<file path="src/rtl/adc_wc_pkg.sv">
package adc_wc_pkg;

    localparam int RES_W  = 12;
    localparam int NBANK  = 3;

    localparam int BANK_DRDY = 0;
    localparam int BANK_LOW  = 1;
    localparam int BANK_HIGH = 2;

    localparam logic [1:0] MODE_CONT = 2'b10;

    localparam logic [7:0] OFS_CTRL     = 8'h00;
    localparam logic [7:0] OFS_RATE     = 8'h04;
    localparam logic [7:0] OFS_CHSEL    = 8'h08;
    localparam logic [7:0] OFS_IEN0     = 8'h0C;
    localparam logic [7:0] OFS_STS0     = 8'h18;
    localparam logic [7:0] OFS_WIN0     = 8'h40;
    localparam logic [7:0] OFS_RES0     = 8'h80;

    localparam int RATE_LSB  = 16;
    localparam int CMPEN_LSB = 16;
    localparam int HIGH_LSB  = 16;
    localparam int MODE_LSB  = 18;

    typedef enum logic [1:0] {
        SC_IDLE  = 2'd0,
        SC_WAIT  = 2'd1,
        SC_ISSUE = 2'd2,
        SC_BUSY  = 2'd3
    } scan_state_e;

endpackage

</file>
<file path="src/rtl/adc_wc_pacer.sv">
module adc_wc_pacer #(
    parameter int DIV_W = 16
) (
    input  logic             clk,
    input  logic             rst_n,
    input  logic             run,
    input  logic [DIV_W-1:0] div,
    output logic             tick
);

    logic [DIV_W-1:0] cnt_q;

    always_ff @(posedge clk or negedge rst_n) begin
        if (!rst_n) begin
            cnt_q <= '0;
        end else if (!run) begin
            cnt_q <= '0;
        end else if (cnt_q >= div) begin
            cnt_q <= '0;
        end else begin
            cnt_q <= cnt_q + 1'b1;
        end
    end

    assign tick = run && (cnt_q >= div);

    // Checker state: cycles since the previous tick, saturating.
    logic [DIV_W:0] gap_q;
    logic           seen_q;

    always_ff @(posedge clk or negedge rst_n) begin
        if (!rst_n) begin
            gap_q  <= '0;
            seen_q <= 1'b0;
        end else if (!run) begin
            gap_q  <= '0;
            seen_q <= 1'b0;
        end else if (tick) begin
            gap_q  <= (DIV_W+1)'(1);
            seen_q <= 1'b1;
        end else if (gap_q != '1) begin
            gap_q  <= gap_q + 1'b1;
        end
    end

    p_gap_r3: assert property (@(posedge clk) disable iff (!rst_n)
        (tick && seen_q) |-> (gap_q <= ({1'b0, div} + 1'b1)))
        else $error("R3: pacing tick later than divider+1 cycles");

endmodule

</file>
<file path="src/rtl/adc_wc_scan.sv">
module adc_wc_scan
    import adc_wc_pkg::*;
#(
    parameter int NCH  = 4,
    parameter int CH_W = 2
) (
    input  logic             clk,
    input  logic             rst_n,
    input  logic             run,
    input  logic [NCH-1:0]   chan_en,
    input  logic             tick,
    input  logic             conv_done,
    input  logic [RES_W-1:0] conv_data,
    output logic             conv_req,
    output logic [CH_W-1:0]  conv_ch,
    output logic             res_we,
    output logic [CH_W-1:0]  res_ch,
    output logic [RES_W-1:0] res_data
);

    scan_state_e     state_q, state_d;
    logic [CH_W-1:0] cur_q;
    logic            active;

    function automatic logic [CH_W-1:0] pick_next(input logic [CH_W-1:0] from,
                                                  input logic [NCH-1:0]  en);
        logic [CH_W-1:0] r;
        logic            hit;
        r   = from;
        hit = 1'b0;
        for (int k = 1; k <= NCH; k++) begin
            int idx;
            idx = (int'(from) + k) % NCH;
            if (!hit && en[idx]) begin
                r   = CH_W'(idx);
                hit = 1'b1;
            end
        end
        return r;
    endfunction

    assign active = run && (chan_en != '0);

    always_comb begin
        state_d = state_q;
        unique case (state_q)
            SC_IDLE:  if (active) state_d = SC_WAIT;
            SC_WAIT: begin
                if (!active)   state_d = SC_IDLE;
                else if (tick) state_d = SC_ISSUE;
            end
            SC_ISSUE: state_d = SC_BUSY;
            SC_BUSY:  if (conv_done) state_d = SC_WAIT;
            default:  state_d = SC_IDLE;
        endcase
    end

    always_ff @(posedge clk or negedge rst_n) begin
        if (!rst_n) begin
            state_q <= SC_IDLE;
            cur_q   <= CH_W'(NCH - 1);
        end else begin
            state_q <= state_d;
            if (state_q == SC_WAIT && active && tick) begin
                cur_q <= pick_next(cur_q, chan_en);
            end
        end
    end

    always_comb begin
        conv_req = (state_q == SC_ISSUE);
        conv_ch  = cur_q;
        res_we   = (state_q == SC_BUSY) && conv_done;
        res_ch   = cur_q;
        res_data = conv_data;
    end

    p_req_pulse_r2: assert property (@(posedge clk) disable iff (!rst_n)
        conv_req |=> !conv_req)
        else $error("R2: request longer than one cycle");

    p_req_enabled_r2: assert property (@(posedge clk) disable iff (!rst_n)
        conv_req |-> chan_en[conv_ch])
        else $error("R2: request for a disabled channel");

endmodule

</file>
<file path="src/rtl/adc_wc_evt_bank.sv">
module adc_wc_evt_bank #(
    parameter int NCH = 4
) (
    input  logic           clk,
    input  logic           rst_n,
    input  logic [NCH-1:0] set,
    input  logic           clr_we,
    input  logic [NCH-1:0] clr_mask,
    input  logic [NCH-1:0] ien,
    output logic [NCH-1:0] sts,
    output logic           irq
);

    logic [NCH-1:0] kill;

    assign kill = clr_we ? clr_mask : '0;

    always_ff @(posedge clk or negedge rst_n) begin
        if (!rst_n) begin
            sts <= '0;
        end else begin
            sts <= (sts & ~kill) | set;
        end
    end

    assign irq = |(sts & ien);

    p_set_wins_r9: assert property (@(posedge clk) disable iff (!rst_n)
        (set != '0) |=> ((sts & $past(set)) == $past(set)))
        else $error("R9: event lost against a clear");

    p_clear_r8: assert property (@(posedge clk) disable iff (!rst_n)
        (clr_we && ((clr_mask & ~set) != '0)) |=> ((sts & $past(clr_mask & ~set)) == '0))
        else $error("R8: written-one bit not cleared");

    p_hold_r8: assert property (@(posedge clk) disable iff (!rst_n)
        (!clr_we && set == '0) |=> $stable(sts))
        else $error("R8: status changed without cause");

endmodule

</file>
<file path="src/rtl/adc_window_ctrl.sv">
module adc_window_ctrl
    import adc_wc_pkg::*;
#(
    parameter int NCH   = 4,
    parameter int DIV_W = 16
) (
    input  logic                     clk,
    input  logic                     rst_n,
    input  logic                     bus_sel,
    input  logic                     bus_wr,
    input  logic [7:0]               bus_addr,
    input  logic [31:0]              bus_wdata,
    output logic [31:0]              bus_rdata,
    output logic                     conv_req,
    output logic [$clog2(NCH)-1:0]   conv_ch,
    input  logic                     conv_done,
    input  logic [RES_W-1:0]         conv_data,
    output logic                     irq
);

    localparam int CH_W = $clog2(NCH);

    logic             ctrl_en_q, ctrl_cal_q;
    logic [1:0]       ctrl_mode_q;
    logic [DIV_W-1:0] div_q;
    logic [NCH-1:0]   ch_en_q, cmp_en_q;
    logic [NCH-1:0]   ien_q   [NBANK];
    logic [NCH-1:0]   sts     [NBANK];
    logic [NCH-1:0]   set_v   [NBANK];
    logic             clr_we  [NBANK];
    logic [NBANK-1:0] bank_irq;
    logic [RES_W-1:0] lo_q    [NCH];
    logic [RES_W-1:0] hi_q    [NCH];
    logic [RES_W-1:0] data_q  [NCH];

    logic             wr_en, run, tick;
    logic             res_we;
    logic [CH_W-1:0]  res_ch;
    logic [RES_W-1:0] res_data;

    assign wr_en = bus_sel && bus_wr;
    assign run   = ctrl_en_q && (ctrl_mode_q == MODE_CONT);

    // Global configuration registers
    always_ff @(posedge clk or negedge rst_n) begin
        if (!rst_n) begin
            ctrl_en_q   <= 1'b0;
            ctrl_cal_q  <= 1'b0;
            ctrl_mode_q <= 2'b00;
            div_q       <= '0;
            ch_en_q     <= '0;
            cmp_en_q    <= '0;
        end else if (wr_en) begin
            if (bus_addr == OFS_CTRL) begin
                ctrl_en_q   <= bus_wdata[0];
                ctrl_cal_q  <= bus_wdata[1];
                ctrl_mode_q <= bus_wdata[MODE_LSB +: 2];
            end
            if (bus_addr == OFS_RATE) begin
                div_q <= bus_wdata[RATE_LSB +: DIV_W];
            end
            if (bus_addr == OFS_CHSEL) begin
                ch_en_q  <= bus_wdata[NCH-1:0];
                cmp_en_q <= bus_wdata[CMPEN_LSB +: NCH];
            end
        end
    end

    // Interrupt banks: enables, event sources, status
    for (genvar b = 0; b < NBANK; b++) begin : g_bank
        always_ff @(posedge clk or negedge rst_n) begin
            if (!rst_n) begin
                ien_q[b] <= '0;
            end else if (wr_en && bus_addr == (OFS_IEN0 + 8'(4 * b))) begin
                ien_q[b] <= bus_wdata[NCH-1:0];
            end
        end

        assign clr_we[b] = wr_en && (bus_addr == (OFS_STS0 + 8'(4 * b)));

        adc_wc_evt_bank #(.NCH(NCH)) u_bank (
            .clk      (clk),
            .rst_n    (rst_n),
            .set      (set_v[b]),
            .clr_we   (clr_we[b]),
            .clr_mask (bus_wdata[NCH-1:0]),
            .ien      (ien_q[b]),
            .sts      (sts[b]),
            .irq      (bank_irq[b])
        );
    end

    // Per-channel window registers, result registers and comparators
    for (genvar i = 0; i < NCH; i++) begin : g_ch
        logic hit;
        assign hit = res_we && (res_ch == CH_W'(i));

        always_ff @(posedge clk or negedge rst_n) begin
            if (!rst_n) begin
                lo_q[i] <= '0;
                hi_q[i] <= '0;
            end else if (wr_en && bus_addr == (OFS_WIN0 + 8'(4 * i))) begin
                lo_q[i] <= bus_wdata[RES_W-1:0];
                hi_q[i] <= bus_wdata[HIGH_LSB +: RES_W];
            end
        end

        always_ff @(posedge clk or negedge rst_n) begin
            if (!rst_n) begin
                data_q[i] <= '0;
            end else if (hit) begin
                data_q[i] <= res_data;
            end
        end

        assign set_v[BANK_DRDY][i] = hit;
        assign set_v[BANK_LOW][i]  = hit && cmp_en_q[i] && (res_data < lo_q[i]);
        assign set_v[BANK_HIGH][i] = hit && cmp_en_q[i] && (res_data > hi_q[i]);
    end

    assign irq = |bank_irq;

    adc_wc_pacer #(.DIV_W(DIV_W)) u_pacer (
        .clk   (clk),
        .rst_n (rst_n),
        .run   (run),
        .div   (div_q),
        .tick  (tick)
    );

    adc_wc_scan #(.NCH(NCH), .CH_W(CH_W)) u_scan (
        .clk       (clk),
        .rst_n     (rst_n),
        .run       (run),
        .chan_en   (ch_en_q),
        .tick      (tick),
        .conv_done (conv_done),
        .conv_data (conv_data),
        .conv_req  (conv_req),
        .conv_ch   (conv_ch),
        .res_we    (res_we),
        .res_ch    (res_ch),
        .res_data  (res_data)
    );

    // Read multiplexer
    always_comb begin
        bus_rdata = '0;
        if (bus_addr == OFS_CTRL) begin
            bus_rdata[0]             = ctrl_en_q;
            bus_rdata[1]             = ctrl_cal_q;
            bus_rdata[MODE_LSB +: 2] = ctrl_mode_q;
        end
        if (bus_addr == OFS_RATE) begin
            bus_rdata[RATE_LSB +: DIV_W] = div_q;
        end
        if (bus_addr == OFS_CHSEL) begin
            bus_rdata[NCH-1:0]         = ch_en_q;
            bus_rdata[CMPEN_LSB +: NCH] = cmp_en_q;
        end
        for (int b = 0; b < NBANK; b++) begin
            if (bus_addr == (OFS_IEN0 + 8'(4 * b))) bus_rdata[NCH-1:0] = ien_q[b];
            if (bus_addr == (OFS_STS0 + 8'(4 * b))) bus_rdata[NCH-1:0] = sts[b];
        end
        for (int i = 0; i < NCH; i++) begin
            if (bus_addr == (OFS_WIN0 + 8'(4 * i))) begin
                bus_rdata[RES_W-1:0]          = lo_q[i];
                bus_rdata[HIGH_LSB +: RES_W]  = hi_q[i];
            end
            if (bus_addr == (OFS_RES0 + 8'(4 * i))) begin
                bus_rdata[RES_W-1:0] = data_q[i];
            end
        end
    end

    p_store_r4: assert property (@(posedge clk) disable iff (!rst_n)
        res_we |=> (data_q[$past(res_ch)] == $past(res_data)))
        else $error("R4: result not stored in its channel word");

    p_low_evt_r6: assert property (@(posedge clk) disable iff (!rst_n)
        (res_we && cmp_en_q[res_ch] && (res_data < lo_q[res_ch])) |=> sts[BANK_LOW][$past(res_ch)])
        else $error("R6: below-window result did not latch");

    p_no_req_idle_r2: assert property (@(posedge clk) disable iff (!rst_n)
        (!run && $past(!run)) |-> !conv_req)
        else $error("R2: request while not running");

    p_irq_masked_r10: assert property (@(posedge clk) disable iff (!rst_n)
        (ien_q[0] == '0 && ien_q[1] == '0 && ien_q[2] == '0) |-> !irq)
        else $error("R10: interrupt with every enable clear");

endmodule

</file>
<file path="config.mk">
export PLATFORM = sky130hd
export DESIGN_NAME = adc_window_ctrl
export DESIGN_NICKNAME = d
export VERILOG_FILES = /design/src/rtl/adc_wc_pkg.sv /design/src/rtl/adc_wc_pacer.sv /design/src/rtl/adc_wc_scan.sv /design/src/rtl/adc_wc_evt_bank.sv /design/src/rtl/adc_window_ctrl.sv
export SDC_FILE = /design/constraint.sdc
export NUM_CORES = 1
export LEC_CHECK = 0
export BUFFER_PORTS_ARGS = -buffer_cell sky130_fd_sc_hd__buf_2
export CORE_MARGIN = 2
export CORE_UTILIZATION = 50
export DETAILED_ROUTE_END_ITERATION = 7
export HOLD_SLACK_MARGIN = 0.03
export PLACE_DENSITY = 0.71
export SLEW_MARGIN = 30
export SYNTH_ARGS = -nofsm -noshare
export SYNTH_HDL_FRONTEND = slang
export SYNTH_SLANG_ARGS = --single-unit
</file>
<file path="constraint.sdc">
create_clock -name clk -period 6.1 [get_ports clk]
set_input_delay 0.61 -clock clk [delete_from_list [all_inputs] [get_ports clk]]
set_output_delay 0.61 -clock clk [all_outputs]
set_load 0.005 [all_outputs]
</file>
== Word level (Yosys, flattened, before mapping) ==
Index checks and enable logic that the tools add are counted.
Storage, ports and cells
  flip-flop bits (word level): 216
  latch bits: 0
  memory bits (writable): 0
  bits in read-only memories: 0
  input port bits: 57
  output and inout bits: 36
  logic and storage cells: 196
  memories kept: 0
Operators by class
  add/sub/neg operators: 5
  multiply operators: 0
  div/mod/pow operators: 0
  magnitude comparators: 13
  equality and inequality tests: 26
  shift operators: 0
  muxes and demuxes: 55
  bitwise gates (word level): 16
  reduce and logical (&&, ||, !) cells: 54
Operator list (count)
  2-to-1 mux 12 bit: 12
  greater-than comparator 12 bit: 4
  < comparator 12 bit: 4
  2-to-1 mux 16 bit: 3
  2-to-1 mux 4 bit: 11
  logical AND 1 bit: 36
  == test 8 x 5 -> 1 bit (second input constant): 4
  == test 8 x 7 -> 1 bit (second input constant): 4
  == test 8 bit (second input constant): 4
  bitwise AND 4 bit: 6
  2-to-1 mux 2 bit: 10
  adder 16 x 1 -> 16 bit (second input constant): 1
  == test 8 x 4 -> 1 bit (second input constant): 2
  greater-or-equal comparator 16 bit: 1
  < comparator 3 x 4 -> 1 bit (second input constant): 4
  2-to-1 mux 1 bit: 14
  inverter 4 bit: 3
  OR 4 bit: 3
  OR reduction 12 bit: 1
  == test 2 bit (second input constant): 5
  binary-select mux 1 bit (select 2 bit): 4
  == test 8 x 3 -> 1 bit (second input constant): 1
  == test 8 x 6 -> 1 bit (second input constant): 1
  logical NOT 8 bit: 1
  14 further kinds: 30

== Depth between registers and ports, before layout ==
Gate-level depths: netlist of run 1.
  depth in word-level cells: 20
  gate-level depth with buffers: 10
  gate-level depth less buffers: 8

== Modules after synthesis ==
Synthesis of run 1 repeated with hierarchy kept, for this count alone.
Unflattened totals
  cell total of the unflattened synthesis: 1287
  area total of the unflattened synthesis: 13472.9 sq um
By module, submodules not included
  adc_window_ctrl: instances 1, cells each 1059, area an instance 11239.5 sq um
  adc_wc_pacer: instances 1, cells each 127, area an instance 1182.4 sq um
  adc_wc_scan: instances 1, cells each 56, area an instance 559.3 sq um
  adc_wc_evt_bank: instances 3, cells each 15, area an instance 163.9 sq um

== Worst setup path after synthesis of run 1 ==
No wires, ideal clock.
  kind: input port to output port
  from: input port bus_addr[2]
  to: output port bus_rdata[17]
  arrival time: 2131 ps
  setup slack: 3359 ps
  stages on the path: 7
  buffers on the path: 2
  cell sequence: buf_2 > or4_1 > buf_2 > nor2_1 > a22o_1 > a2111oi_0 > a21oi_1
Between the ends
  cells in the longest elaborated chain, start to end: 7
RTL lines
  start: declaration: line adc_window_ctrl.sv:11  | input logic [7:0] bus_addr,
  == test 8 x 3 -> 1 bit: line adc_window_ctrl.sv:154  | if (bus_addr == OFS_RATE) begin
  2-to-1 mux 16 bit: line adc_window_ctrl.sv:154
  2-to-1 mux 4 bit: line adc_window_ctrl.sv:157  | if (bus_addr == OFS_CHSEL) begin
  2-to-1 mux 12 bit (3 in a row): line adc_window_ctrl.sv:166  | if (bus_addr == (OFS_WIN0 + 8'(4 * i))) begin
  2-to-1 mux 12 bit *: line adc_window_ctrl.sv:166
  end: declaration: line adc_window_ctrl.sv:13  | output logic [31:0] bus_rdata,
Every way passes the cells marked *; elsewhere a longest branch is shown, timed or not.

== Final worst setup path of run 1 ==
  from: input port bus_addr[3]
  to: output port bus_rdata[17]
The elaborated chain is that of the path after synthesis.

==> flow_metrics.py, run 1 <==
metrics = {
    "logic_synthesis": {
        "synth_cell_types": 72,
        "syn_inst": 1351,
        "synth_edf_count": 0,
        "share_of_synthesized_registers_carrying_an_async_set_or_reset": 1.00,
        "synth_area_sq_um": 12700,
        "synth-seq-cells": 216,
        "synth_flop_cell": "sky130_fd_sc_hd__dfrtp_1",
        "synth.avg_cell_area_sq_um": 9.37,
        "warnings_from_yosys": 0,
        "yosysSeqAreaShare": 0.427,
    },
    "drt": {
        "drt_first_pass_iters": 5,
        "routed_length_per_placed_instance_um": 21.5,
        "drt_first_iter_violations": 1094,
        "vias": 10700,
        "drt_drc_violations_left": 0,
        "vias_per_cell": 6.10,
        "drtAntennaViolNets": 0,
        "wl_um": 37900,
    },
    "outcome": {
        "outcome": "finished clean",
    },
    "job": {
        "max_cap_viol_count": 0,
    },
    "cts": {
        "htree_levels": 1,
        "cts_setup_buffers": 0,
        "clock_latency_at_the_later_pin_of_the_worst_skew_pair_ps": 530,
        "clkTransAtPathRegs_ps": 60,
        "numCtsBuffers": 24,
        "cts-resized-gates": 0,
        "tritoncts_num_sinks": 216,
        "clock-root-buffer": "sky130_fd_sc_hd__clkbuf_16",
        "cts_tree": "done",
        "number_of_buffers_on_the_longest_clock_path": 3,
        "post_cts_hold_buffer_count": 0,
    },
    "power_and_ir_drop": {
        "power-per-cell-area_nw_per_um2": 246,
        "internal_dissipation_mw": 2.64,
        "switching_share": 0.246,
        "power.sequential.fraction": 0.435,
        "net-switching-power_mw": 0.862,
        "fin_total_pwr_mw": 3.50,
        "comb_power_share": 0.096,
        "pwr-share-clk": 0.469,
        "ir_worst_vdd_uv": 216,
        "leakagePower_nw": 7.06,
    },
    "die": {
        "fp.dieW_um": 163,
        "dieArea_sq_um": 26600,
        "fp.coreArea_sq_um": 25000,
        "top_level_ports": 93,
        "row_count": 58,
        "initial_utilization": 0.505,
        "die_height_um": 163,
    },
    "sta": {
        "final-hold-violation-count": 0,
        "final_min_period_over_clock_period": 0.691,
        "fin_worst_hold_slack_ps": 151,
        "final_period_minus_worst_setup_slack_ps": 4210,
        "tightest_slew_ps": 1030,
        "report.final.slew_viol_count": 0,
        "timing.final.setup_violations": 0,
        "skew_ps": 15.1,
        "totalNegativeSetupSlack_ps": 0,
        "fmaxAchievable_ghz": 0.237,
        "relSlewSlack": 0.309,
        "setup_repair_after_global_routing_missed_its_margin": "false",
    },
    "setup_path": {
        "path_delay_family": "simple AND/OR/NAND/NOR gates",
        "worst-path-max-fanout": 25,
        "r2r_cells": 8,
        "critical_path.cell_chain": "buf_2 > or3b_4 > or2_0 > nor2_1 > buf_4 > a2111oi_0 > a21oi_1 > buf_2",
        "timing_worst_setup_path_type": "in -> out",
        "path_common_cell": "sky130_fd_sc_hd__buf_2",
        "crit_slowest_cell": "sky130_fd_sc_hd__nor2_1",
        "rrSetupSlack_ps": 3550,
        "critical_path.reg2reg.endpoint": "u_pacer.cnt_q[13]",
        "timing.critical_path.from_type": "input port",
        "required_ps": 5490,
        "buf_inv_on_cp": 3,
        "arrival_ps": 3600,
        "cp-end-kind": "primary output",
        "slowest_delay_ps": 720,
        "reg2reg_from": "div_q[2]",
    },
    "cells_and_area": {
        "most_frequent_cells_in_the_layout": "214 x sky130_fd_sc_hd__dfrtp_1, 208 x sky130_fd_sc_hd__nand2_1, 143 x sky130_fd_sc_hd__o21ai_0",
        "layout.cells.most_common": "sky130_fd_sc_hd__dfrtp_1",
        "layout-drive-gt1-share": 0.154,
        "area_delta_synth_final_pct": 12.5,
        "final_cell_count_no_fill": 1761,
        "nNetsFinal": 1589,
    },
    "placement": {
        "gp_congestion": 0.919,
        "placement.io_buffers": 84,
        "hpwl_um": 27000,
        "placed_cells": 1717,
    },
    "grt": {
        "vias_in_the_first_global_route": 10600,
        "maximum_number_of_pins_on_one_net_before_global_route_repair": 113,
        "grt-ovfl-total": 0,
        "number_of_antenna_violations_at_the_first_check_in_global_routing": 1,
        "grt_use_total": 0.288,
        "global_route_wire_length_before_repair_um": 59100,
    },
    "min_path": {
        "holdCritPathClass": "in -> async",
    },
}
-- sequential cells by signal, summed over array words and instances, names as in the netlist --
register / cells
lo_q: 48
ctrl_mode_q: 2
g_bank.u_bank.sts: 12
div_q: 16
data_q: 48
hi_q: 48
u_scan.state_q: 2
u_scan.conv_ch: 2
u_pacer.cnt_q: 16
cmp_en_q: 4
ctrl_en_q: 1
ch_en_q: 4
ien_q: 12
ctrl_cal_q: 1
-- cell families after synthesis --
group           count (synthesis)  share of synthesized area
compound gates                371                      0.183
simple gates                  369                      0.133
flops                         216                      0.427
buf+inv                       181                     0.0579
fa+ha+maj                     118                      0.117
mux                            80                     0.0709
xor+xnor                       15                     0.0104
other cells                     1                   0.000296
-- power by group through the flow --
stage | combinational, mW | sequential [mW] | clock (mW)
2_1_floorplan | 0.186 | 1.53 | 0
3_3_place_gp | 0.317 | 1.54 | 0
3_5_place_dp | 0.330 | 1.55 | 0
4_1_cts | 0.331 | 1.52 | 1.65
5_1_grt | 0.374 | 1.53 | 1.71
6_report | 0.335 | 1.52 | 1.64
-- cells in the mapped netlist (3+ instances only) --
cell                        count  area [sq um]
sky130_fd_sc_hd__dfrtp_1      214          5360
sky130_fd_sc_hd__nand2_1      208           781
sky130_fd_sc_hd__o21ai_0      143           716
sky130_fd_sc_hd__inv_1        119           447
sky130_fd_sc_hd__ha_1         118          1480
sky130_fd_sc_hd__mux2_2        67           754
sky130_fd_sc_hd__nor2_1        58           218
sky130_fd_sc_hd__a21oi_1       56           280
sky130_fd_sc_hd__clkbuf_1      34           128
sky130_fd_sc_hd__o22ai_1       26           163
sky130_fd_sc_hd__a22oi_1       23           173
sky130_fd_sc_hd__a21o_1        17           128
sky130_fd_sc_hd__buf_2         16          80.1
sky130_fd_sc_hd__nand3_1       16          80.1
sky130_fd_sc_hd__o21a_1        16           120
sky130_fd_sc_hd__nor3_1        15          75.1
sky130_fd_sc_hd__nand4_1       13          81.3
sky130_fd_sc_hd__mux2i_1       12           120
sky130_fd_sc_hd__nor2b_1       12          75.1
sky130_fd_sc_hd__a221oi_1      11          96.3
sky130_fd_sc_hd__a31oi_1       11          68.8
sky130_fd_sc_hd__a222oi_1       9          90.1
sky130_fd_sc_hd__and3_1         9          56.3
sky130_fd_sc_hd__nor4_1         8          50.1
sky130_fd_sc_hd__xnor2_1        8          70.1
sky130_fd_sc_hd__a21boi_0       7          52.6
sky130_fd_sc_hd__a22o_1         7          61.3
sky130_fd_sc_hd__xor2_1         7          61.3
sky130_fd_sc_hd__a211oi_1       6          45.0
sky130_fd_sc_hd__o211ai_1       6          45.0
sky130_fd_sc_hd__a2111oi_0      4          35.0
sky130_fd_sc_hd__buf_4          4          30.0
sky130_fd_sc_hd__nand2b_1       4          25.0
sky130_fd_sc_hd__o2111ai_1      4          35.0
sky130_fd_sc_hd__a221o_1        3          30.0
sky130_fd_sc_hd__a311oi_1       3          26.3
sky130_fd_sc_hd__and4_1         3          26.3
sky130_fd_sc_hd__clkbuf_2       3          15.0
sky130_fd_sc_hd__nor2_2         3          18.8
sky130_fd_sc_hd__o21ai_1        3          15.0
sky130_fd_sc_hd__o221ai_1       3          26.3
sky130_fd_sc_hd__o31ai_1        3          22.5
-- worst max-delay path by stage --
| stage | start | slack [ps] | cells past startpoint | to |
|---|---|---|---|---|
| after floorplan | bus_addr[2] | 3360 | 7 | bus_rdata[17] |
| after global placement | bus_addr[3] | 1990 | 8 | bus_rdata[17] |
| after detailed placement | bus_addr[3] | 1960 | 8 | bus_rdata[17] |
| after CTS | bus_addr[3] | 1950 | 8 | bus_rdata[17] |
| after global routing | bus_addr[3] | 1800 | 8 | bus_rdata[17] |
| final | bus_addr[3] | 1890 | 8 | bus_rdata[17] |
-- through the flow --
step / utilization / setup slack, ps / cell area [sq um]
after floorplan: - / 3360 / 12700
after global placement: 0.532 / 1990 / 13300
after CTS: 0.568 / 1950 / 14200
final: 0.569 / 1890 / 14200
after detailed placement: 0.532 / 1960 / 13300
after global routing: 0.569 / 1800 / 14200
-- per-layer routing --
| layer | global-route usage | wire length, um | share of wire |
|---|---|---|---|
| met3 | 0.0719 | 3640 | 0.096 |
| met1 | 0.400 | 16300 | 0.43 |
| met5 | 0 | 0 | 0 |
| met2 | 0.430 | 16300 | 0.43 |
| met4 | 0.126 | 1600 | 0.042 |
-- area by class of cell --
type,instances,area [sq um]
fillers,2171,10800
multi-input cells,957,6550
flip-flops and latches,216,5410
clock buffers,32,682
repair buffers,95,533
inverters,120,450
well taps,330,413
clock inverters,10,200
diodes,1,2.50
Power figures use the tool's default switching activity.
==> run 2, diff against run 1 <==
ABC_AREA = 1   (was default)
PLACE_DENSITY = 0.74   (was 0.71)
clock period = 3.6 ns   (was 6.1 ns; I/O delays follow)
==> run 2 against run 1 <==
  * Critical path depth increased by 2
  * Utilization increased by 0.57 points
  * Hold slack got worse by 61 ps
==> flow_metrics.py, run 2 <==
metrics = {
    "power_and_ir_drop": {
        "power-per-cell-area_nw_per_um2": 394,
        "leakagePower_nw": 6.48,
        "comb_power_share": 0.079,
        "net-switching-power_mw": 1.34,
        "internal_dissipation_mw": 4.15,
        "pwr-share-clk": 0.463,
        "fin_total_pwr_mw": 5.50,
        "power.sequential.fraction": 0.457,
        "ir_worst_vdd_uv": 275,
        "switching_share": 0.244,
    },
    "sta": {
        "setup_repair_after_global_routing_missed_its_margin": "false",
        "skew_ps": 13.7,
        "timing.final.setup_violations": 0,
        "final_period_minus_worst_setup_slack_ps": 2740,
        "report.final.slew_viol_count": 0,
        "final_min_period_over_clock_period": 0.760,
        "relSlewSlack": 0.444,
        "final-hold-violation-count": 0,
        "totalNegativeSetupSlack_ps": 0,
        "fin_worst_hold_slack_ps": 89.8,
        "tightest_slew_ps": 834,
        "fmaxAchievable_ghz": 0.366,
    },
    "cells_and_area": {
        "layout.cells.most_common": "sky130_fd_sc_hd__nand2_1",
        "nNetsFinal": 1789,
        "layout-drive-gt1-share": 0.0993,
        "area_delta_synth_final_pct": 12.9,
        "leading_registers_by_flop_count": "data_q (48), hi_q (48), lo_q (48)",
        "most_frequent_cells_in_the_layout": "381 x sky130_fd_sc_hd__nand2_1, 231 x sky130_fd_sc_hd__o21ai_0, 214 x sky130_fd_sc_hd__dfrtp_1",
        "antennaDiodeCount": 0,
    },
    "drt": {
        "vias": 10900,
        "drt_first_pass_iters": 7,
        "wl_um": 34500,
        "vias_per_cell": 5.58,
        "routed_length_per_placed_instance_um": 17.6,
        "drt_first_iter_violations": 995,
        "drt_drc_violations_left": 0,
        "drtAntennaViolNets": 0,
    },
    "logic_synthesis": {
        "synth_top_area_share": 0.434,
        "synth.top_cells.by_count": "382 x sky130_fd_sc_hd__nand2_1, 231 x sky130_fd_sc_hd__o21ai_0, 214 x sky130_fd_sc_hd__dfrtp_1",
        "yosysSeqAreaShare": 0.438,
        "synth_top_cell_by_area": "sky130_fd_sc_hd__dfrtp_1",
        "synth_edf_count": 0,
        "synth-seq-cells": 216,
        "share_of_synthesized_registers_carrying_an_async_set_or_reset": 1.00,
        "synth_flop_cell": "sky130_fd_sc_hd__dfrtp_1",
        "synth_cell_types": 43,
        "synth.top_cells.by_area": "sky130_fd_sc_hd__dfrtp_1 43%, sky130_fd_sc_hd__ha_1 12%, sky130_fd_sc_hd__nand2_1 12%, sky130_fd_sc_hd__o21ai_0 9.4%, sky130_fd_sc_hd__inv_1 6.1%",
        "warnings_from_yosys": 0,
        "yosysMostFrequentCell": "sky130_fd_sc_hd__nand2_1",
        "synth.avg_cell_area_sq_um": 8.03,
        "synth_area_sq_um": 12300,
        "syn_inst": 1536,
    },
    "die": {
        "row_count": 57,
        "dieArea_sq_um": 25900,
        "fp.coreArea_sq_um": 24200,
        "initial_utilization": 0.509,
        "top_level_ports": 93,
        "fp.dieW_um": 161,
        "die_height_um": 161,
    },
    "cts": {
        "tritoncts_num_sinks": 216,
        "clkTransAtPathRegs_ps": 60,
        "cts_tree": "done",
        "htree_levels": 1,
        "clock-root-buffer": "sky130_fd_sc_hd__clkbuf_16",
        "clock_latency_at_the_later_pin_of_the_worst_skew_pair_ps": 520,
        "cts_setup_buffers": 0,
        "number_of_buffers_on_the_longest_clock_path": 3,
        "numCtsBuffers": 24,
    },
    "grt": {
        "vias_in_the_first_global_route": 10500,
        "maximum_number_of_pins_on_one_net_before_global_route_repair": 110,
        "grt-ovfl-total": 0,
        "grt_use_total": 0.270,
        "number_of_antenna_violations_at_the_first_check_in_global_routing": 0,
        "global_route_wire_length_before_repair_um": 55700,
    },
    "placement": {
        "gp_congestion": 0.907,
        "hpwl_um": 24000,
        "placement.io_buffers": 84,
    },
    "job": {
        "max_cap_viol_count": 0,
    },
    "setup_path": {
        "timing_worst_setup_path_type": "in -> out",
        "required_ps": 3240,
        "arrival_ps": 2380,
        "rrSetupSlack_ps": 1120,
        "critical_path.reg2reg.endpoint": "u_pacer.cnt_q[13]",
        "r2r_cells": 7,
        "cp-end-kind": "primary output",
        "reg2reg_from": "div_q[11]",
        "worst-path-max-fanout": 14,
        "timing.critical_path.from_type": "input port",
    },
    "outcome": {
        "outcome": "finished clean",
    },
    "min_path": {
        "min_path_cells": 3,
        "worst_hold_startpoint": "bus_wdata[31]",
        "holdCritPathClass": "in -> reg",
        "timing.hold.worst_endpoint": "div_q[15]",
    },
}
-- run 2: routing by layer --
| metal | vias to the layer above | routed length (um) | track usage | part of all wire |
|---|---|---|---|---|
| met5 | - | 0 | 0 | 0 |
| met4 | 0 | 1240 | 0.103 | 0.036 |
| met3 | 81 | 2350 | 0.0326 | 0.068 |
| met2 | 412 | 15500 | 0.427 | 0.45 |
| met1 | 5185 | 15400 | 0.383 | 0.45 |
| li1 | 5233 | - | - | - |
-- run 2: how the worst max path moves through the flow --
stage,depth (start not counted),endpoint,startpoint,slack (ps)
2_1_floorplan,10,u_scan.conv_ch[1],u_scan.conv_ch[0],1510
5_1_grt,10,bus_rdata[27],bus_addr[2],700
3_3_place_gp,9,div_q[7],bus_addr[4],950
6_report,10,bus_rdata[27],bus_addr[2],860
3_5_place_dp,10,bus_rdata[27],bus_addr[2],930
4_1_cts,10,bus_rdata[9],bus_addr[4],930
-- run 2: cell families (layout without fill, tap and decap cells) --
kind of cell	count (synthesis)	count (layout)	share of synthesized area
flops	216	216	0.438
simple gates	555	555	0.186
buf+inv	261	353	0.0822
compound gates	376	376	0.167
other cells	1	4	0.000304
xor+xnor	9	9	0.00639
fa+ha+maj	118	118	0.120
-- run 2: power by group through the flow --
| stage | logic, mW | clock network [mW] | registers, mW |
|---|---|---|---|
| after floorplan | 0.240 | 0 | 2.55 |
| after global placement | 0.412 | 0 | 2.55 |
| after detailed placement | 0.430 | 0 | 2.56 |
| after CTS | 0.436 | 2.58 | 2.51 |
| after global routing | 0.507 | 2.67 | 2.52 |
| final | 0.435 | 2.55 | 2.51 |
-- run 2: layout make-up --
| cell class | count | area (sq um) |
|---|---|---|
| repair buffers | 105 | 603 |
| multi-input cells | 1062 | 5930 |
| fillers | 2248 | 10300 |
| flip-flops and latches | 216 | 5410 |
| inverters | 205 | 769 |
| clock inverters | 8 | 95.1 |
| well taps | 324 | 405 |
| clock buffers | 35 | 723 |
-- run 2: what timing repair did --
action	4_1_cts	5_1_grt
hold buffers	1	0
hold endpoints to repair	106	0
gates resized for setup	0	0
-- run 2: critical path: stages --
cell	delay [ps]
sky130_fd_sc_hd__buf_2	120
sky130_fd_sc_hd__inv_1	70
sky130_fd_sc_hd__nand3_1	190
sky130_fd_sc_hd__nor2_1	80
sky130_fd_sc_hd__buf_4	220
sky130_fd_sc_hd__inv_1	550
sky130_fd_sc_hd__nor2_1	80
sky130_fd_sc_hd__a2111oi_0	280
sky130_fd_sc_hd__o21ai_0	240
sky130_fd_sc_hd__buf_2	180
-- run 2: metrics by stage --
step / util / cell area [sq um] / setup slack (ps) / cells
after CTS: 0.575 / 13900 / 934 / 1955
final: 0.575 / 13900 / 864 / 1955
after global placement: 0.540 / 13100 / 947 / 1911
after floorplan: - / 12300 / 1510 / 1539
after global routing: 0.575 / 13900 / 695 / 1955
after detailed placement: 0.540 / 13100 / 932 / 1911
==> run 3, diff against run 2 <==
clock period = 2.25 ns   (was 3.6 ns; I/O delays follow)
==> run 3 against run 2 <==
  * Wire length grew 0.13%
  * Register-to-register slack lost 920 ps
  * Sequential power is 60% higher
  * Highest routed layer unchanged
  * Hold slack got worse by 55 ps
==> flow_metrics.py, run 3 (same netlist as run 2, synthesis figures left out) <==
metrics = {
    "sta": {
        "final_min_period_over_clock_period": 0.965,
        "totalNegativeSetupSlack_ps": 0,
        "relSlewSlack": 0.574,
        "setup_repair_after_global_routing_missed_its_margin": "true",
        "final-hold-violation-count": 0,
        "timing.final.setup_violations": 0,
        "fin_worst_hold_slack_ps": 35.1,
        "tightest_slew_ps": 631,
        "fmaxAchievable_ghz": 0.460,
        "final_period_minus_worst_setup_slack_ps": 2170,
        "skew_ps": 12.5,
        "report.final.slew_viol_count": 0,
    },
    "power_and_ir_drop": {
        "leakagePower_nw": 6.65,
        "power-per-cell-area_nw_per_um2": 618,
        "ir_worst_vdd_uv": 357,
    },
    "cells_and_area": {
        "nNetsFinal": 1820,
        "fin_util": 0.589,
        "layout.cells.most_common": "sky130_fd_sc_hd__nand2_1",
        "most_frequent_cells_in_the_layout": "382 x sky130_fd_sc_hd__nand2_1, 229 x sky130_fd_sc_hd__o21ai_0, 214 x sky130_fd_sc_hd__dfrtp_1",
        "layout-drive-gt1-share": 0.114,
        "leading_registers_by_flop_count": "data_q (48), hi_q (48), lo_q (48)",
        "stdcell_area_sq_um": 14300,
        "antennaDiodeCount": 0,
        "area_delta_synth_final_pct": 15.8,
        "final_cell_count_no_fill": 1985,
    },
    "setup_path": {
        "timing.critical_path.from_type": "register",
        "crit_slowest_cell": "sky130_fd_sc_hd__dfrtp_1",
        "timing_worst_setup_path_type": "reg -> out",
        "required_ps": 2030,
        "critical_path.cell_chain": "nand3_1 > nand3_1 > nor3_2 > nand4_1 > nand2_1 > nand4_1 > nor2_1 > nand4_1 > buf_2",
        "arrival_ps": 1950,
        "cp-end-kind": "primary output",
        "reg2reg_from": "div_q[11]",
        "slowest_delay_ps": 410,
        "startpoint": "ien_q[9]",
        "worst-path-max-fanout": 3,
        "path_common_cell": "sky130_fd_sc_hd__nand4_1",
    },
    "grt": {
        "grt_use_total": 0.269,
        "global_route_wire_length_before_repair_um": 55700,
        "number_of_antenna_violations_at_the_first_check_in_global_routing": 0,
        "vias_in_the_first_global_route": 10800,
        "maximum_number_of_pins_on_one_net_before_global_route_repair": 67,
        "grt-ovfl-total": 0,
    },
    "cts": {
        "cts_tree": "done",
        "numCtsBuffers": 24,
        "clkTransAtPathRegs_ps": 60,
        "htree_levels": 1,
        "clock-root-buffer": "sky130_fd_sc_hd__clkbuf_16",
        "clock_latency_at_the_later_pin_of_the_worst_skew_pair_ps": 520,
        "number_of_buffers_on_the_longest_clock_path": 3,
        "tritoncts_num_sinks": 216,
    },
    "placement": {
        "hpwl_um": 24500,
        "placed_cells": 1924,
        "placement.cell_area_sq_um": 13300,
        "placement.io_buffers": 84,
        "gp_congestion": 0.920,
    },
    "drt": {
        "wl_um": 34500,
        "drtAntennaViolNets": 0,
        "met2WireLength_um": 15600,
        "drt_first_iter_violations": 1011,
        "met3WireLength_um": 2320,
        "vias": 11000,
        "routed_length_per_placed_instance_um": 17.4,
        "vias_per_cell": 5.52,
        "drt_drc_violations_left": 0,
        "highest-signal-layer": "met4",
        "met1_length_um": 15300,
        "drt_first_pass_iters": 6,
    },
    "die": {
        "row_count": 57,
        "dieArea_sq_um": 25900,
        "fp.dieW_um": 161,
        "die_height_um": 161,
        "initial_utilization": 0.509,
        "top_level_ports": 93,
        "fp.coreArea_sq_um": 24200,
    },
    "job": {
        "max_cap_viol_count": 0,
    },
    "min_path": {
        "holdCritPathClass": "in -> reg",
        "worst_hold_startpoint": "bus_wdata[24]",
    },
    "outcome": {
        "outcome": "finished clean",
    },
}
[run 3: path summary, 6_finish.rpt]
check	to	slack, ps	cells after the start
max	bus_rdata[1]	80	9
min	hi_q[8]	40	3
max reg2reg	u_scan.conv_ch[1]	200	10
min reg2reg	lo_q[7]	480	2
max in group asynchronous	u_pacer.cnt_q[5]	1290	3
min in group asynchronous	lo_q[2]	220	2
[run 3: where the power goes]
part | internal [mW] | leakage (nW) | switching (mW)
sequential | 3.96 | 2.98 | 0.0635
clock | 2.48 | 0.402 | 1.59
combinational | 0.259 | 3.27 | 0.468
[run 3: worst max-delay path, delay by kind of cell, from the launching register on]
family / cells / cell delay, ps
simple gates: 8 / 890
flops: 1 / 410
buf+inv: 1 / 140
[run 3: per-stage QoR]
stage / setup slack (ps) / power [mW]
global route: -24.4 / 9.15
floorplan: 163 / 4.46
CTS: 33.7 / 8.85
global placement: 160 / 4.75
finish: 77.8 / 8.82
detailed placement: 68.6 / 4.79
[run 3: per-layer routing]
metal / global-route usage / vias to the layer above
met5: 0 / -
met2: 0.432 / 398
li1: - / 5295
met1: 0.371 / 5174
met4: 0.103 / 0
met3: 0.0401 / 90
[run 3: final cells by class]
type	instances	area, sq um
Clock inverter	7	93.8
Inverter	205	773
Multi-Input combinational cell	1062	5950
Clock buffer	35	733
Sequential cell	216	5410
Fill cell	2173	9960
Timing Repair Buffer	136	923
Tap cell	324	405
[run 3: timing repair]
item,CTS,global route
endpoints found under the hold margin,120,0
gates resized for setup,0,9
setup endpoints to repair,0,10
hold buffers,11,0
buffers inserted,0,8
